$ cat src/rtl/blkmove_seq.sv
module blkmove_seq #(
  parameter int AW = 16,
  parameter int CW = 16,
  parameter int DW = 8
) (
  input  logic          clk,
  input  logic          rst_n,
  input  logic          start,
  input  logic          op_search,
  input  logic          dir_down,
  input  logic          repeat_en,
  input  logic [AW-1:0] src_in,
  input  logic [AW-1:0] dst_in,
  input  logic [CW-1:0] cnt_in,
  input  logic [DW-1:0] acc_in,
  input  logic [7:0]    flags_in,
  output logic [AW-1:0] mem_addr,
  output logic          mem_we,
  output logic [DW-1:0] mem_wdata,
  input  logic [DW-1:0] mem_rdata,
  output logic          busy,
  output logic          done,
  output logic [AW-1:0] src_out,
  output logic [AW-1:0] dst_out,
  output logic [CW-1:0] cnt_out,
  output logic [7:0]    flags_out
);
  localparam logic [AW-1:0] P1 = {{(AW-1){1'b0}}, 1'b1};
  localparam logic [CW-1:0] C1 = {{(CW-1){1'b0}}, 1'b1};

  typedef enum logic [1:0] {ST_IDLE, ST_RD, ST_XF, ST_UP} st_t;
  st_t st;

  logic          op_q, down_q, rep_q, done_q;
  logic [DW-1:0] acc_q, dat_q;
  logic [AW-1:0] src_q, dst_q;
  logic [CW-1:0] cnt_q;
  logic [7:0]    flg_q;

  wire [CW-1:0] cnt_nx = cnt_q - C1;
  wire [AW-1:0] src_nx = down_q ? src_q - P1 : src_q + P1;
  wire [AW-1:0] dst_nx = down_q ? dst_q - P1 : dst_q + P1;
  wire [DW-1:0] diff   = acc_q - dat_q;
  wire          hit    = (acc_q == dat_q);
  wire          hbor   = (acc_q[3:0] < dat_q[3:0]);
  wire          nz     = (cnt_nx != '0);
  wire          more   = rep_q && nz && !(op_q && hit);

  logic [7:0] flg_nx;
  always_comb begin
    flg_nx = flg_q;
    flg_nx[2] = nz;
    if (op_q) begin
      flg_nx[7] = diff[DW-1];
      flg_nx[6] = hit;
      flg_nx[4] = hbor;
      flg_nx[1] = 1'b1;
    end else begin
      flg_nx[4] = 1'b0;
      flg_nx[1] = 1'b0;
    end
  end

  assign mem_addr  = (st == ST_XF && !op_q) ? dst_q : src_q;
  assign mem_we    = (st == ST_XF) && !op_q;
  assign mem_wdata = mem_rdata;
  assign busy      = (st != ST_IDLE);
  assign done      = done_q;
  assign src_out   = src_q;
  assign dst_out   = dst_q;
  assign cnt_out   = cnt_q;
  assign flags_out = flg_q;

  always_ff @(posedge clk) begin
    if (!rst_n) begin
      st     <= ST_IDLE;
      op_q   <= 1'b0;
      down_q <= 1'b0;
      rep_q  <= 1'b0;
      done_q <= 1'b0;
      acc_q  <= '0;
      dat_q  <= '0;
      src_q  <= '0;
      dst_q  <= '0;
      cnt_q  <= '0;
      flg_q  <= '0;
    end else begin
      done_q <= 1'b0;
      case (st)
        ST_IDLE: if (start) begin
          st     <= ST_RD;
          op_q   <= op_search;
          down_q <= dir_down;
          rep_q  <= repeat_en;
          acc_q  <= acc_in;
          src_q  <= src_in;
          dst_q  <= dst_in;
          cnt_q  <= cnt_in;
          flg_q  <= flags_in;
        end
        ST_RD: st <= ST_XF;
        ST_XF: begin
          dat_q <= mem_rdata;
          st    <= ST_UP;
        end
        default: begin
          src_q <= src_nx;
          if (!op_q) dst_q <= dst_nx;
          cnt_q <= cnt_nx;
          flg_q <= flg_nx;
          if (more) st <= ST_RD;
          else begin
            st     <= ST_IDLE;
            done_q <= 1'b1;
          end
        end
      endcase
    end
  end

  AST_WRITE_ONLY_COPY: assert property (@(posedge clk) disable iff (!rst_n)
    mem_we |-> busy && !op_q);
  AST_DONE_ONE_CLOCK: assert property (@(posedge clk) disable iff (!rst_n)
    done |=> !done);
  AST_COUNT_DOWN_ONE: assert property (@(posedge clk) disable iff (!rst_n)
    (st == ST_UP) |=> cnt_out == $past(cnt_out) - C1);
  AST_CARRY_HELD: assert property (@(posedge clk) disable iff (!rst_n)
    (st == ST_UP) |=> flags_out[0] == $past(flags_out[0]));
  AST_COPY_END_FLAGS: assert property (@(posedge clk) disable iff (!rst_n)
    (done && !op_q && rep_q) |-> (flags_out[4] == 1'b0 && flags_out[2] == 1'b0 && flags_out[1] == 1'b0));
  AST_SEARCH_SUB_SET: assert property (@(posedge clk) disable iff (!rst_n)
    (done && op_q) |-> flags_out[1]);
  AST_PARITY_TRACKS_COUNT: assert property (@(posedge clk) disable iff (!rst_n)
    done |-> (flags_out[2] == (cnt_out != '0)));
endmodule

$ cat config.mk
export PLATFORM = sky130hd
export DESIGN_NAME = blkmove_seq
export DESIGN_NICKNAME = d
export VERILOG_FILES = /design/src/rtl/blkmove_seq.sv
export SDC_FILE = /design/constraint.sdc
export NUM_CORES = 1
export LEC_CHECK = 0
export BUFFER_PORTS_ARGS = -buffer_cell sky130_fd_sc_hd__buf_2
export CAP_MARGIN = 20
export CORE_MARGIN = 2
export CORE_UTILIZATION = 48
export DETAILED_ROUTE_END_ITERATION = 16
export HOLD_SLACK_MARGIN = 0.02
export PLACE_DENSITY_LB_ADDON = 0.08
export SLEW_MARGIN = 10
export SYNTH_ARGS = -nofsm -noshare
export SYNTH_HDL_FRONTEND = slang
export SYNTH_SLANG_ARGS = --single-unit
$ cat constraint.sdc
create_clock -name clk -period 2.9 [get_ports clk]
set_input_delay 0.58 -clock clk [delete_from_list [all_inputs] [get_ports clk]]
set_output_delay 0.58 -clock clk [all_outputs]
set_load 0.005 [all_outputs]
==> impl_summary.log, run 1 <==
INFO  metric io_buffer_count = 160
INFO  metric static-leakage-power = ~3.2 nW
INFO  metric post_synth.cell_area_avg = 7.84 um^2
INFO  metric fin_skew = 0.00703 ns
INFO  metric clock-root-buffer = sky130_fd_sc_hd__clkbuf_16
INFO  metric initial_antenna_violation_count = 0
INFO  metric rrSetupSlack = 0.21 ns
INFO  metric residual_drc = 0
INFO  metric final_layout_size_suffix_gt1_frac = 0.252
INFO  metric worstSkewPairLatency = 0.35 ns
INFO  metric tritoncts = done
INFO  metric synth_area = 0.00549 mm^2
INFO  metric area_growth = 21.4%
INFO  metric max-vdd-ir-drop = 605 uV
INFO  metric most_common_cell_after_layout_fill_and_taps_aside = sky130_fd_sc_hd__buf_2
INFO  metric crit_path_max_fanout = 9
INFO  metric layout.filler_cells = roughly 1100
INFO  metric hold_viol = 0
INFO  metric grt_pass1_wl = between 20000 and 30000 um
INFO  metric crit_path_start_kind = flip-flop
INFO  metric synthArstFlopShare = 0
INFO  metric synth_warnings = 0
INFO  metric fin_nets = about 960
INFO  metric ys_seq_elements = 78
INFO  metric rsz_0062_raised_after_global_routing = no
INFO  metric cts_max_level = 3
INFO  metric dieWidth = 111 um
INFO  metric pre_antenna_drt_iters = 6
INFO  metric final_min_period_over_clock_period = 0.929
INFO  metric maxCapViolCount = 0
INFO  metric max-slew-margin-rel = 0.443
INFO  metric cp_data_required_time = 3.14 ns
INFO  metric placementRows = 39
INFO  metric layout.cells.most_common_list = 160 x sky130_fd_sc_hd__buf_2, 79 x sky130_fd_sc_hd__o21ai_0, 78 x sky130_fd_sc_hd__nand2_1, 77 x sky130_fd_sc_hd__dfxtp_1, 58 x sky130_fd_sc_hd__a21oi_1
INFO  metric die_h = 111 um
INFO  metric worst_path_arrival = 2.93 ns
INFO  metric postRouteAntennaNets = 0
INFO  metric synthDistinctLibCells = 64
INFO  metric cts_buffer_depth = 2
INFO  metric die_area = 0.0123 mm^2
INFO  metric hold-worst-slack = 0.455 ns
INFO  metric cts_setup_buffers = 0
INFO  metric most_used_dff_post_synth = sky130_fd_sc_hd__dfxtp_1
INFO  metric drt_iter0_drc = about 390
INFO  metric mapped_nets = 821
INFO  metric setup-violations-final = 0
INFO  metric gpl.final_weighted_congestion = 0.933
INFO  metric worst_r2r_path_depth = 9
INFO  metric maxSlewViolCount = 0
INFO  metric globalRoute.totalOverflow = 0
INFO  metric vias_per_cell = 5.76
INFO  metric placedInstanceArea = between 0.006 and 0.007 mm^2
INFO  metric insertedDiodeCount = 0
INFO  metric timing_worst_setup_path_type = flip-flop to flip-flop
INFO  metric min_path_type = input port to flip-flop
INFO  metric period_minus_slack = 2.69 ns
INFO  metric grt_max_degree = 49
INFO  metric clk_pin_slew_worst_paths = roughly 0.060 ns
INFO  metric dp_hpwl = between 10000 and 15000 um
INFO  metric totalNegativeSetupSlack = 0 ns
INFO  metric achievable-frequency = 0.371 GHz
INFO  metric io-pin-count = about 160
INFO  metric number_of_buffers_created_by_cts = 9
INFO  metric route.vias.total = between 5000 and 6000
INFO  metric hold_depth = 3
INFO  metric total_global_routing_track_utilization = 0.260
INFO  metric p_total = 7.21 mW
INFO  metric routed_wirelength = 16400 um
INFO  metric cts_num_sinks = 78
INFO  metric mean_routed_wirelength_per_cell = 16.6 um
INFO  metric final_design_area_no_fill = 0.00667 mm^2
INFO  metric outcome = finished clean
INFO  metric synth_cells = 700
INFO  metric grt_pass1_vias = 5247
INFO  metric synth_edf_count = 0
INFO  metric setup.worst_path.end_class = flip-flop
INFO  metric postLayoutCoreUtil = 0.591
INFO  metric floorplan.initialDensity = 0.487
INFO  metric core-area = 0.0113 mm^2
INFO  metric pwr_cell_area = 1080 mW/mm^2
INFO  metric yosysSeqAreaShare = 0.284
INFO  metric worst_pin_slew = 0.833 ns
==> stage by stage <==
step | instances | setup slack, ns
CTS | 987 | 0.142
floorplan | 700 | 0.167
detailed placement | 973 | 0.189
global route | 987 | 0.0106
finish | 987 | 0.205
global placement | 973 | 0.293
==> worst max-delay path, cell delays in order, from the launching register on <==
cell                       delay [ns]
sky130_fd_sc_hd__dfxtp_1         0.38
sky130_fd_sc_hd__inv_1           0.08
sky130_fd_sc_hd__ha_1            0.25
sky130_fd_sc_hd__or4b_1          0.63
sky130_fd_sc_hd__nor2_2          0.29
sky130_fd_sc_hd__nand2_1         0.10
sky130_fd_sc_hd__xnor2_1         0.14
sky130_fd_sc_hd__nor4_2          0.43
sky130_fd_sc_hd__o211ai_1        0.14
sky130_fd_sc_hd__o2111a_1        0.14
==> flip-flops by register name (all words and copies together) (netlist names), 2 cells and up <==
register   cells
dat_q          8
src_out       16
dst_out       16
acc_q          8
flags_out      8
st             2
cnt_out       16
==> what timing repair did <==
item / in CTS / in global routing
hold buffers: 0 / 0
resized for setup: 0 / 1
setup endpoints to repair: 0 / 5
==> area by class of cell <==
type | instances | area, um^2 | area share
Multi-Input combinational cell | 550 | 3620 | 0.542
Tap cell | 143 | 179 | 0.0268
Clock inverter | 1 | 30.0 | 0.00450
Inverter | 26 | 97.6 | 0.0146
Timing Repair Buffer | 176 | 921 | 0.138
Clock buffer | 13 | 260 | 0.0390
Sequential cell | 78 | 1560 | 0.234
==> layer usage <==
metal  share of wire  GRT usage
met5               0          0
met2            0.45      0.418
met1            0.46      0.355
met3           0.066     0.0443
met4           0.018     0.0858
==> power by group <==
group          total (mW)  leakage [nW]  switching [mW]  internal, mW
clock                1.15         0.142           0.448         0.705
sequential           1.89         0.641           0.445          1.44
combinational        4.17          2.38            2.43          1.74
==> path summary, 6_finish.rpt <==
| path | from | endpoint |
|---|---|---|
| worst min register to register | rep_q | rep_q |
| worst max register to register | cnt_out[0] | st[0] |
| worst max-delay path | cnt_out[0] | st[0] |
| worst min-delay path | src_in[12] | src_out[12] |
==> cell families (layout without fill, tap and decap cells) <==
group	Yosys count	count (layout)	synth area share
flops	78	78	0.284
mux	28	28	0.0543
compound gates	237	237	0.268
simple gates	221	221	0.200
fa+ha+maj	43	43	0.101
buf+inv	72	216	0.0577
xor+xnor	21	21	0.0349
==> cell usage after synthesis, types with 3 or more instances <==
cell | count | share of area
sky130_fd_sc_hd__clkbuf_1 | 33 | 0.023
sky130_fd_sc_hd__a211oi_1 | 5 | 0.0068
sky130_fd_sc_hd__nor2b_1 | 18 | 0.021
sky130_fd_sc_hd__o21a_1 | 10 | 0.014
sky130_fd_sc_hd__xnor2_1 | 14 | 0.022
sky130_fd_sc_hd__and3_1 | 10 | 0.011
sky130_fd_sc_hd__a22oi_1 | 11 | 0.015
sky130_fd_sc_hd__or3_1 | 9 | 0.010
sky130_fd_sc_hd__o21ai_0 | 79 | 0.072
sky130_fd_sc_hd__nand4_1 | 7 | 0.0080
sky130_fd_sc_hd__nand2b_1 | 6 | 0.0068
sky130_fd_sc_hd__a21boi_0 | 18 | 0.025
sky130_fd_sc_hd__nor2_1 | 47 | 0.032
sky130_fd_sc_hd__buf_4 | 8 | 0.011
sky130_fd_sc_hd__nor4_1 | 6 | 0.0068
sky130_fd_sc_hd__mux2i_1 | 14 | 0.026
sky130_fd_sc_hd__nand3b_1 | 3 | 0.0041
sky130_fd_sc_hd__dfxtp_1 | 78 | 0.28
sky130_fd_sc_hd__a21o_1 | 12 | 0.016
sky130_fd_sc_hd__o211ai_1 | 9 | 0.012
sky130_fd_sc_hd__ha_1 | 41 | 0.093
sky130_fd_sc_hd__mux2_2 | 14 | 0.029
sky130_fd_sc_hd__nor3_1 | 12 | 0.011
sky130_fd_sc_hd__inv_1 | 26 | 0.018
sky130_fd_sc_hd__o211a_1 | 4 | 0.0073
sky130_fd_sc_hd__a221oi_1 | 3 | 0.0048
sky130_fd_sc_hd__a21oi_1 | 58 | 0.053
sky130_fd_sc_hd__nand3_1 | 12 | 0.011
sky130_fd_sc_hd__nand2_1 | 78 | 0.053
sky130_fd_sc_hd__xor2_1 | 6 | 0.0096
sky130_fd_sc_hd__a31oi_1 | 6 | 0.0068
Note: power is estimated with default switching activity, not from simulation.
==> run 2, diff against run 1 <==
--- a/config.mk
+++ b/config.mk
@@ -7,7 +7,7 @@
 export LEC_CHECK = 0
 export BUFFER_PORTS_ARGS = -buffer_cell sky130_fd_sc_hd__buf_2
 export CAP_MARGIN = 20
-export CORE_MARGIN = 2
+export CORE_MARGIN = 3
 export CORE_UTILIZATION = 48
 export DETAILED_ROUTE_END_ITERATION = 16
 export HOLD_SLACK_MARGIN = 0.02
==> run 2 against run 1 <==
Effect of this change:
- clock skew up 0.0027 ns
- sequential cell count unchanged
- die area up 3.6%
- critical path depth down 1
- critical path type unchanged
- highest routed layer unchanged
==> impl_summary.log, run 2 (same netlist as run 1, synthesis figures left out) <==
INFO  metric outcome = finished clean
INFO  metric cp_data_required_time = 3.13 ns (about the same)
INFO  metric postRouteAntennaNets = 0 (unchanged)
INFO  metric cts_buffer_depth = 2 (unchanged)
INFO  metric final_layout_size_suffix_gt1_frac = 0.258 (+0.00558)
INFO  metric io_buffer_count = 160 (unchanged)
INFO  metric vias_per_cell = 5.70 (-0.96%)
INFO  metric initial_antenna_violation_count = 0 (unchanged)
INFO  metric floorplan.initialDensity = 0.500 (+0.0128)
INFO  metric drt_iter0_drc = 424 (+9.8%)
INFO  metric worstSkewPairLatency = 0.35 ns (about the same)
INFO  metric total_global_routing_track_utilization = 0.255 (-0.00516)
INFO  metric setup-violations-final = 0 (unchanged)
INFO  metric pre_antenna_drt_iters = 5 (-1)
INFO  metric grt_pass1_vias = 5252 (+0.095%)
INFO  metric setup.worst_path.end_class = flip-flop
INFO  metric launch_instance_of_the_worst_min_delay_path = src_in[12]
INFO  metric maxCapViolCount = 0 (unchanged)
INFO  metric tritoncts = done
INFO  metric layout.cells.most_common_list = 160 x sky130_fd_sc_hd__buf_2, 79 x sky130_fd_sc_hd__o21ai_0, 78 x sky130_fd_sc_hd__nand2_1, 78 x sky130_fd_sc_hd__dfxtp_1, 58 x sky130_fd_sc_hd__a21oi_1
INFO  metric crit_path_max_fanout = 13 (+4)
INFO  metric worst_setup_path_startpoint = down_q
INFO  metric dieWidth = 113 um (+1.8%)
INFO  metric die_area = 0.0128 mm^2 (+3.6%)
INFO  metric critPathMaxStageDelay = 0.52 ns (-0.11 ns)
INFO  metric worst_pin_slew = 0.785 ns (-0.0479 ns)
INFO  metric grt_max_degree = 51 (+4.1%)
INFO  metric reg2reg_from = down_q
INFO  metric globalRoute.totalOverflow = 0 (unchanged)
INFO  metric layout.area.seq = 0.00156 mm^2 (about the same)
INFO  metric number_of_buffers_created_by_cts = 9 (unchanged)
INFO  metric cts_hold_buffers_added = 0 (unchanged)
INFO  metric dp_hpwl = 12500 um (+2.4%)
INFO  metric crit_path_start_kind = flip-flop
INFO  metric final_min_period_over_clock_period = 0.923 (-0.00674)
INFO  metric static-leakage-power = 3.21 nW (+1.6%)
INFO  metric rrSetupSlack = 0.22 ns (+0.02 ns)
INFO  metric max-vdd-ir-drop = 786 uV (+30%)
INFO  metric residual_drc = 0 (unchanged)
INFO  metric totalNegativeSetupSlack = 0 ns (unchanged)
INFO  metric path_cells = buf_4, ha_1, or4_1, o22ai_1, o21ai_1, a311oi_1, xor2_1, a21oi_1
INFO  metric period_minus_slack = 2.68 ns (-0.0196 ns)
INFO  metric fin_nets = 965 (+0.31%)
INFO  metric multi_input_area = 0.00362 mm^2 (+0.24%)
INFO  metric core-area = 0.0110 mm^2 (-2.6%)
INFO  metric most_common_cell_after_layout_fill_and_taps_aside = sky130_fd_sc_hd__buf_2
INFO  metric routed_wirelength = 16400 um (+0.16%)
INFO  metric area_growth = 23.1%
INFO  metric insertedDiodeCount = 0 (unchanged)
INFO  metric grt_pass1_wl = 26500 um (+1.4%)
INFO  metric max-slew-margin-rel = 0.475 (+0.0321)
INFO  metric clock-root-buffer = sky130_fd_sc_hd__clkbuf_16
INFO  metric placementRows = 38 (-2.6%)
INFO  metric postLayoutCoreUtil = 0.615 (+0.0240)
INFO  metric clk_pin_slew_worst_paths = 0.07 ns (about the same)
INFO  metric timing_worst_setup_path_type = flip-flop to flip-flop
INFO  metric achievable-frequency = 0.374 GHz (+0.73%)
INFO  metric hold_viol = 0 (unchanged)
INFO  metric critPathTopFamily = compound AO/OA/AOI/OAI gates
INFO  metric hold-worst-slack = 0.451 ns (-0.00347 ns)
INFO  metric rsz_0062_raised_after_global_routing = no
INFO  metric critical_path.n_buffers_inverters = 1 (unchanged)
INFO  metric fin_skew = 0.00977 ns (+0.00274 ns)
INFO  metric cts_max_level = 3 (unchanged)
INFO  metric mean_routed_wirelength_per_cell = 16.6 um (about the same)
INFO  metric slowest_library_cell_on_the_worst_path = sky130_fd_sc_hd__or4_1
INFO  metric finish.cell_count_without_fillers = 989 (+0.20%)
INFO  metric min_path_type = input port to flip-flop
INFO  metric maxSlewViolCount = 0 (unchanged)
INFO  metric route.vias.total = 5640 (-0.76%)
INFO  metric layout.filler_cells = 1014 (-3.5%)
INFO  metric gpl.final_weighted_congestion = 0.918 (-1.6%)
INFO  metric placed_cells_incl_taps = 973 (unchanged)
INFO  metric io-pin-count = 161 (unchanged)
INFO  metric cts_num_sinks = 78 (unchanged)
INFO  metric worst_path_arrival = 2.91 ns (-0.02 ns)
INFO  metric pwr_cell_area = 1090 mW/mm^2 (+1.3%)
INFO  metric die_h = 113 um (+1.8%)
==> run 2: cell count changes in the layout (fill, tap and decap cells not counted), sizes merged <==
cell / before / now
buf: 176 / 179
bufinv: 1 / 3
clkbuf: 13 / 11
clkinv: 0 / 1
inv: 26 / 27
==> run 2: per-layer routing <==
| metal | GRT usage | vias up | routed length, um |
|---|---|---|---|
| met2 | 0.387 | 183 | 7170 |
| li1 | - | 2821 | - |
| met3 | 0.0396 | 14 | 1060 |
| met5 | 0 | - | 0 |
| met4 | 0.0817 | 0 | 201 |
| met1 | 0.369 | 2622 | 7950 |
==> run 2: final cells by class <==
class,count,area share
Timing Repair Buffer,179,0.140
Clock inverter,5,0.0154
Tap cell,140,0.0259
Clock buffer,11,0.0374
Sequential cell,78,0.231
Inverter,26,0.0144
Multi-Input combinational cell,550,0.536
==> run 2: report_power, final <==
group          switching, mW  total, mW  internal, mW
clock network          0.474       1.36         0.890
logic                   2.41       4.16          1.75
registers              0.439       1.88          1.44
total                   3.32       7.40          4.08
==> run 2: through the flow <==
stage	total power [mW]	worst slack (ns)	instance area, um^2
floorplan	4.63	0.167	5490
global placement	5.95	0.308	6390
detailed placement	6.02	0.245	6390
CTS	7.40	0.234	6750
global route	8.06	0.00921	6760
finish	7.40	0.225	6760
==> run 2: worst min-delay path: cells and delay by family <==
kind	cells	cell delay, ns
AO/OA/AOI/OAI	1	0.06
buffers and inverters	1	0.08
AND/OR/NAND/NOR	1	0.05
==> run 2: final timing paths <==
kind                               endpoint  cells past startpoint
worst max-delay path            dst_out[14]                      8
worst min-delay path            src_out[12]                      3
worst max register to register  dst_out[14]                      8
worst min register to register     acc_q[0]                      2
==> run 2: timing repair <==
action	4_1_cts	5_1_grt
hold endpoints to repair	0	0
gates resized for setup	0	1
setup buffers	0	0
setup endpoints to repair	0	1
==> run 3, diff against run 2 <==
--- a/config.mk
+++ b/config.mk
@@ -11,8 +11,9 @@
 export CORE_UTILIZATION = 48
 export DETAILED_ROUTE_END_ITERATION = 16
 export HOLD_SLACK_MARGIN = 0.02
+export MAX_ROUTING_LAYER = met4
 export PLACE_DENSITY_LB_ADDON = 0.08
-export SLEW_MARGIN = 10
+export SLEW_MARGIN = 20
 export SYNTH_ARGS = -nofsm -noshare
 export SYNTH_HDL_FRONTEND = slang
 export SYNTH_SLANG_ARGS = --single-unit
==> constraint.sdc (replaced) <==
create_clock -name clk -period 2.9 [get_ports clk]
set_input_delay 0.58 -clock clk [delete_from_list [all_inputs] [get_ports clk]]
set_output_delay 0.58 -clock clk [all_outputs]
set_load 0.02 [all_outputs]
==> run 3 against run 2 <==
Effect of this change:
- sequential cell count is the same
- die area unchanged
- routed wire length is 0.24% higher
- maximum frequency decreased by 0.45%
- via count increased by 0.32%
- count of clock-buffer cells in the layout up 3
- first-iteration DRC count increased by 15%
- highest routed layer unchanged
==> impl_summary.log, run 3 (same netlist as run 1, synthesis figures left out) <==
INFO  metric grt_pass1_vias = 5217 (-0.67%)
INFO  metric cts_max_level = 3 (unchanged)
INFO  metric io-pin-count = 161 (unchanged)
INFO  metric pwr_cell_area = 1150 mW/mm^2 (+4.9%)
INFO  metric die_area = 0.0128 mm^2 (unchanged)
INFO  metric placementRows = 38 (unchanged)
INFO  metric initial_antenna_violation_count = 0 (unchanged)
INFO  metric launch_instance_of_the_worst_min_delay_path = flags_out[1]
INFO  metric setup-violations-final = 0 (unchanged)
INFO  metric clock-root-buffer = sky130_fd_sc_hd__clkbuf_16
INFO  metric period_minus_slack = 2.69 ns (+0.0121 ns)
INFO  metric totalNegativeSetupSlack = 0 ns (unchanged)
INFO  metric clk_pin_slew_worst_paths = 0.06 ns (about the same)
INFO  metric hold_viol = 0 (unchanged)
INFO  metric fin_nets = 966 (+0.10%)
INFO  metric vias_per_cell = 5.72 (+0.32%)
INFO  metric dp_hpwl = 12500 um (+0.20%)
INFO  metric worst_pin_slew = 0.840 ns (+0.0556 ns)
INFO  metric grt_pass1_wl = 26400 um (-0.45%)
INFO  metric min_path_type = flip-flop to flip-flop
INFO  metric cts_buffer_depth = 2 (unchanged)
INFO  metric most_common_cell_after_layout_fill_and_taps_aside = sky130_fd_sc_hd__buf_2
INFO  metric drt_iter0_drc = 489 (+15%)
INFO  metric core-area = 0.0110 mm^2 (unchanged)
INFO  metric rsz_0062_raised_after_global_routing = no
INFO  metric cp_data_required_time = 3.13 ns (about the same)
INFO  metric insertedDiodeCount = 0 (unchanged)
INFO  metric gpl.final_weighted_congestion = 0.897 (-2.4%)
INFO  metric pre_antenna_drt_iters = 7 (+2)
INFO  metric setup_slack_after_layout = 0.213 ns (-0.0121 ns)
INFO  metric tritoncts = done
INFO  metric layout.cells.most_common_list = 160 x sky130_fd_sc_hd__buf_2, 79 x sky130_fd_sc_hd__o21ai_0, 78 x sky130_fd_sc_hd__nand2_1, 77 x sky130_fd_sc_hd__dfxtp_1, 58 x sky130_fd_sc_hd__a21oi_1
INFO  metric multi_input_area = 0.00362 mm^2 (-0.24%)
INFO  metric worstSkewPairLatency = 0.34 ns (about the same)
INFO  metric die_h = 113 um (unchanged)
INFO  metric final_min_period_over_clock_period = 0.927 (+0.00417)
INFO  metric route.vias.total = 5658 (+0.32%)
INFO  metric area_growth = 22.3%
INFO  metric hold-worst-slack = 0.462 ns (+0.0102 ns)
INFO  metric achievable-frequency = 0.372 GHz (-0.45%)
INFO  metric timing_worst_setup_path_type = flip-flop to flip-flop
INFO  metric maxCapViolCount = 0 (unchanged)
INFO  metric postRouteAntennaNets = 0 (unchanged)
INFO  metric floorplan.initialDensity = 0.500 (unchanged)
INFO  metric globalRoute.totalOverflow = 0 (unchanged)
INFO  metric final_design_area_no_fill = 0.00671 mm^2 (-0.70%)
INFO  metric reg2reg_from = cnt_out[0]
INFO  metric placement.setup.worst_slack = 0.220 ns (-0.0255 ns)
INFO  metric setup.worst_path.end_class = flip-flop
INFO  metric crit_path_max_fanout = 9 (-4)
INFO  metric total_global_routing_track_utilization = 0.261 (+0.00626)
INFO  metric io_buffer_count = 160 (unchanged)
INFO  metric max-slew-margin-rel = 0.438 (-0.0372)
INFO  metric worst_setup_path_startpoint = cnt_out[0]
INFO  metric grt_max_degree = 51 (unchanged)
INFO  metric crit_path_start_kind = flip-flop
INFO  metric cts_setup_buffers = 0 (unchanged)
INFO  metric max-vdd-ir-drop = 668 uV (-15%)
INFO  metric worst_path_arrival = 2.91 ns (about the same)
INFO  metric outcome = finished clean
INFO  metric final_layout_size_suffix_gt1_frac = 0.254 (-0.00353)
INFO  metric cts_num_sinks = 78 (unchanged)
INFO  metric maxSlewViolCount = 0 (unchanged)
INFO  metric layout.area.seq = 0.00156 mm^2 (about the same)
INFO  metric fin_skew = 0.00539 ns (-0.00438 ns)
INFO  metric dieWidth = 113 um (unchanged)
INFO  metric number_of_buffers_created_by_cts = 9 (unchanged)
INFO  metric placedInstanceArea = 0.00643 mm^2 (+0.51%)
INFO  metric mean_routed_wirelength_per_cell = 16.6 um (+0.24%)
INFO  metric residual_drc = 0 (unchanged)
INFO  metric layout.filler_cells = 1036 (+2.2%)
INFO  metric static-leakage-power = 3.18 nW (-0.89%)
INFO  metric routed_wirelength = 16400 um (+0.24%)
-- run 3: path summary, 6_finish.rpt --
path	endpoint	depth (start not counted)	slack, ns
hold / removal	flags_out[1]	2	0.46
hold reg to reg	flags_out[1]	2	0.46
setup reg to reg	st[0]	9	0.21
setup / recovery	st[0]	9	0.21
-- run 3: stage by stage --
stage               total power [mW]  std cells  utilization
floorplan                       5.12        700            -
global route                    8.31        989        0.611
finish                          7.71        989        0.611
CTS                             7.70        989        0.611
global placement                6.49        974        0.585
detailed placement              6.56        974        0.585
-- run 3: layout make-up --
cell class,count,share of cell area
Clock buffer,14,0.0378
Clock inverter,1,0.00447
Inverter,26,0.0145
Multi-Input combinational cell,550,0.539
Sequential cell,78,0.233
Tap cell,140,0.0261
Timing Repair Buffer,180,0.145
-- run 3: routing by layer --
metal  wire length (um)  GRT usage
met1               8170      0.370
met2               7000      0.389
met3                940     0.0321
met4                306     0.0809
met5                  0          -
-- run 3: critical path, cell delays in order, from the launching register on --
cell	delay, ns
sky130_fd_sc_hd__dfxtp_1	0.38
sky130_fd_sc_hd__inv_1	0.09
sky130_fd_sc_hd__ha_1	0.23
sky130_fd_sc_hd__or4b_1	0.63
sky130_fd_sc_hd__nor3_1	0.20
sky130_fd_sc_hd__a41oi_1	0.07
sky130_fd_sc_hd__o32a_1	0.22
sky130_fd_sc_hd__nor4_2	0.48
sky130_fd_sc_hd__o211ai_1	0.13
sky130_fd_sc_hd__o2111a_1	0.15
-- run 3: what timing repair did --
action | 4_1_cts | 5_1_grt
hold buffers | 0 | 0
endpoints found under the setup margin | 0 | 1
gates resized for setup | 0 | 1
endpoints found under the hold margin | 0 | 0
-- run 3: report_power, final --
part / switching, mW / internal (mW)
Combinational: 2.93 / 1.79
Clock: 0.439 / 0.687
Sequential: 0.422 / 1.44
Total: 3.79 / 3.92
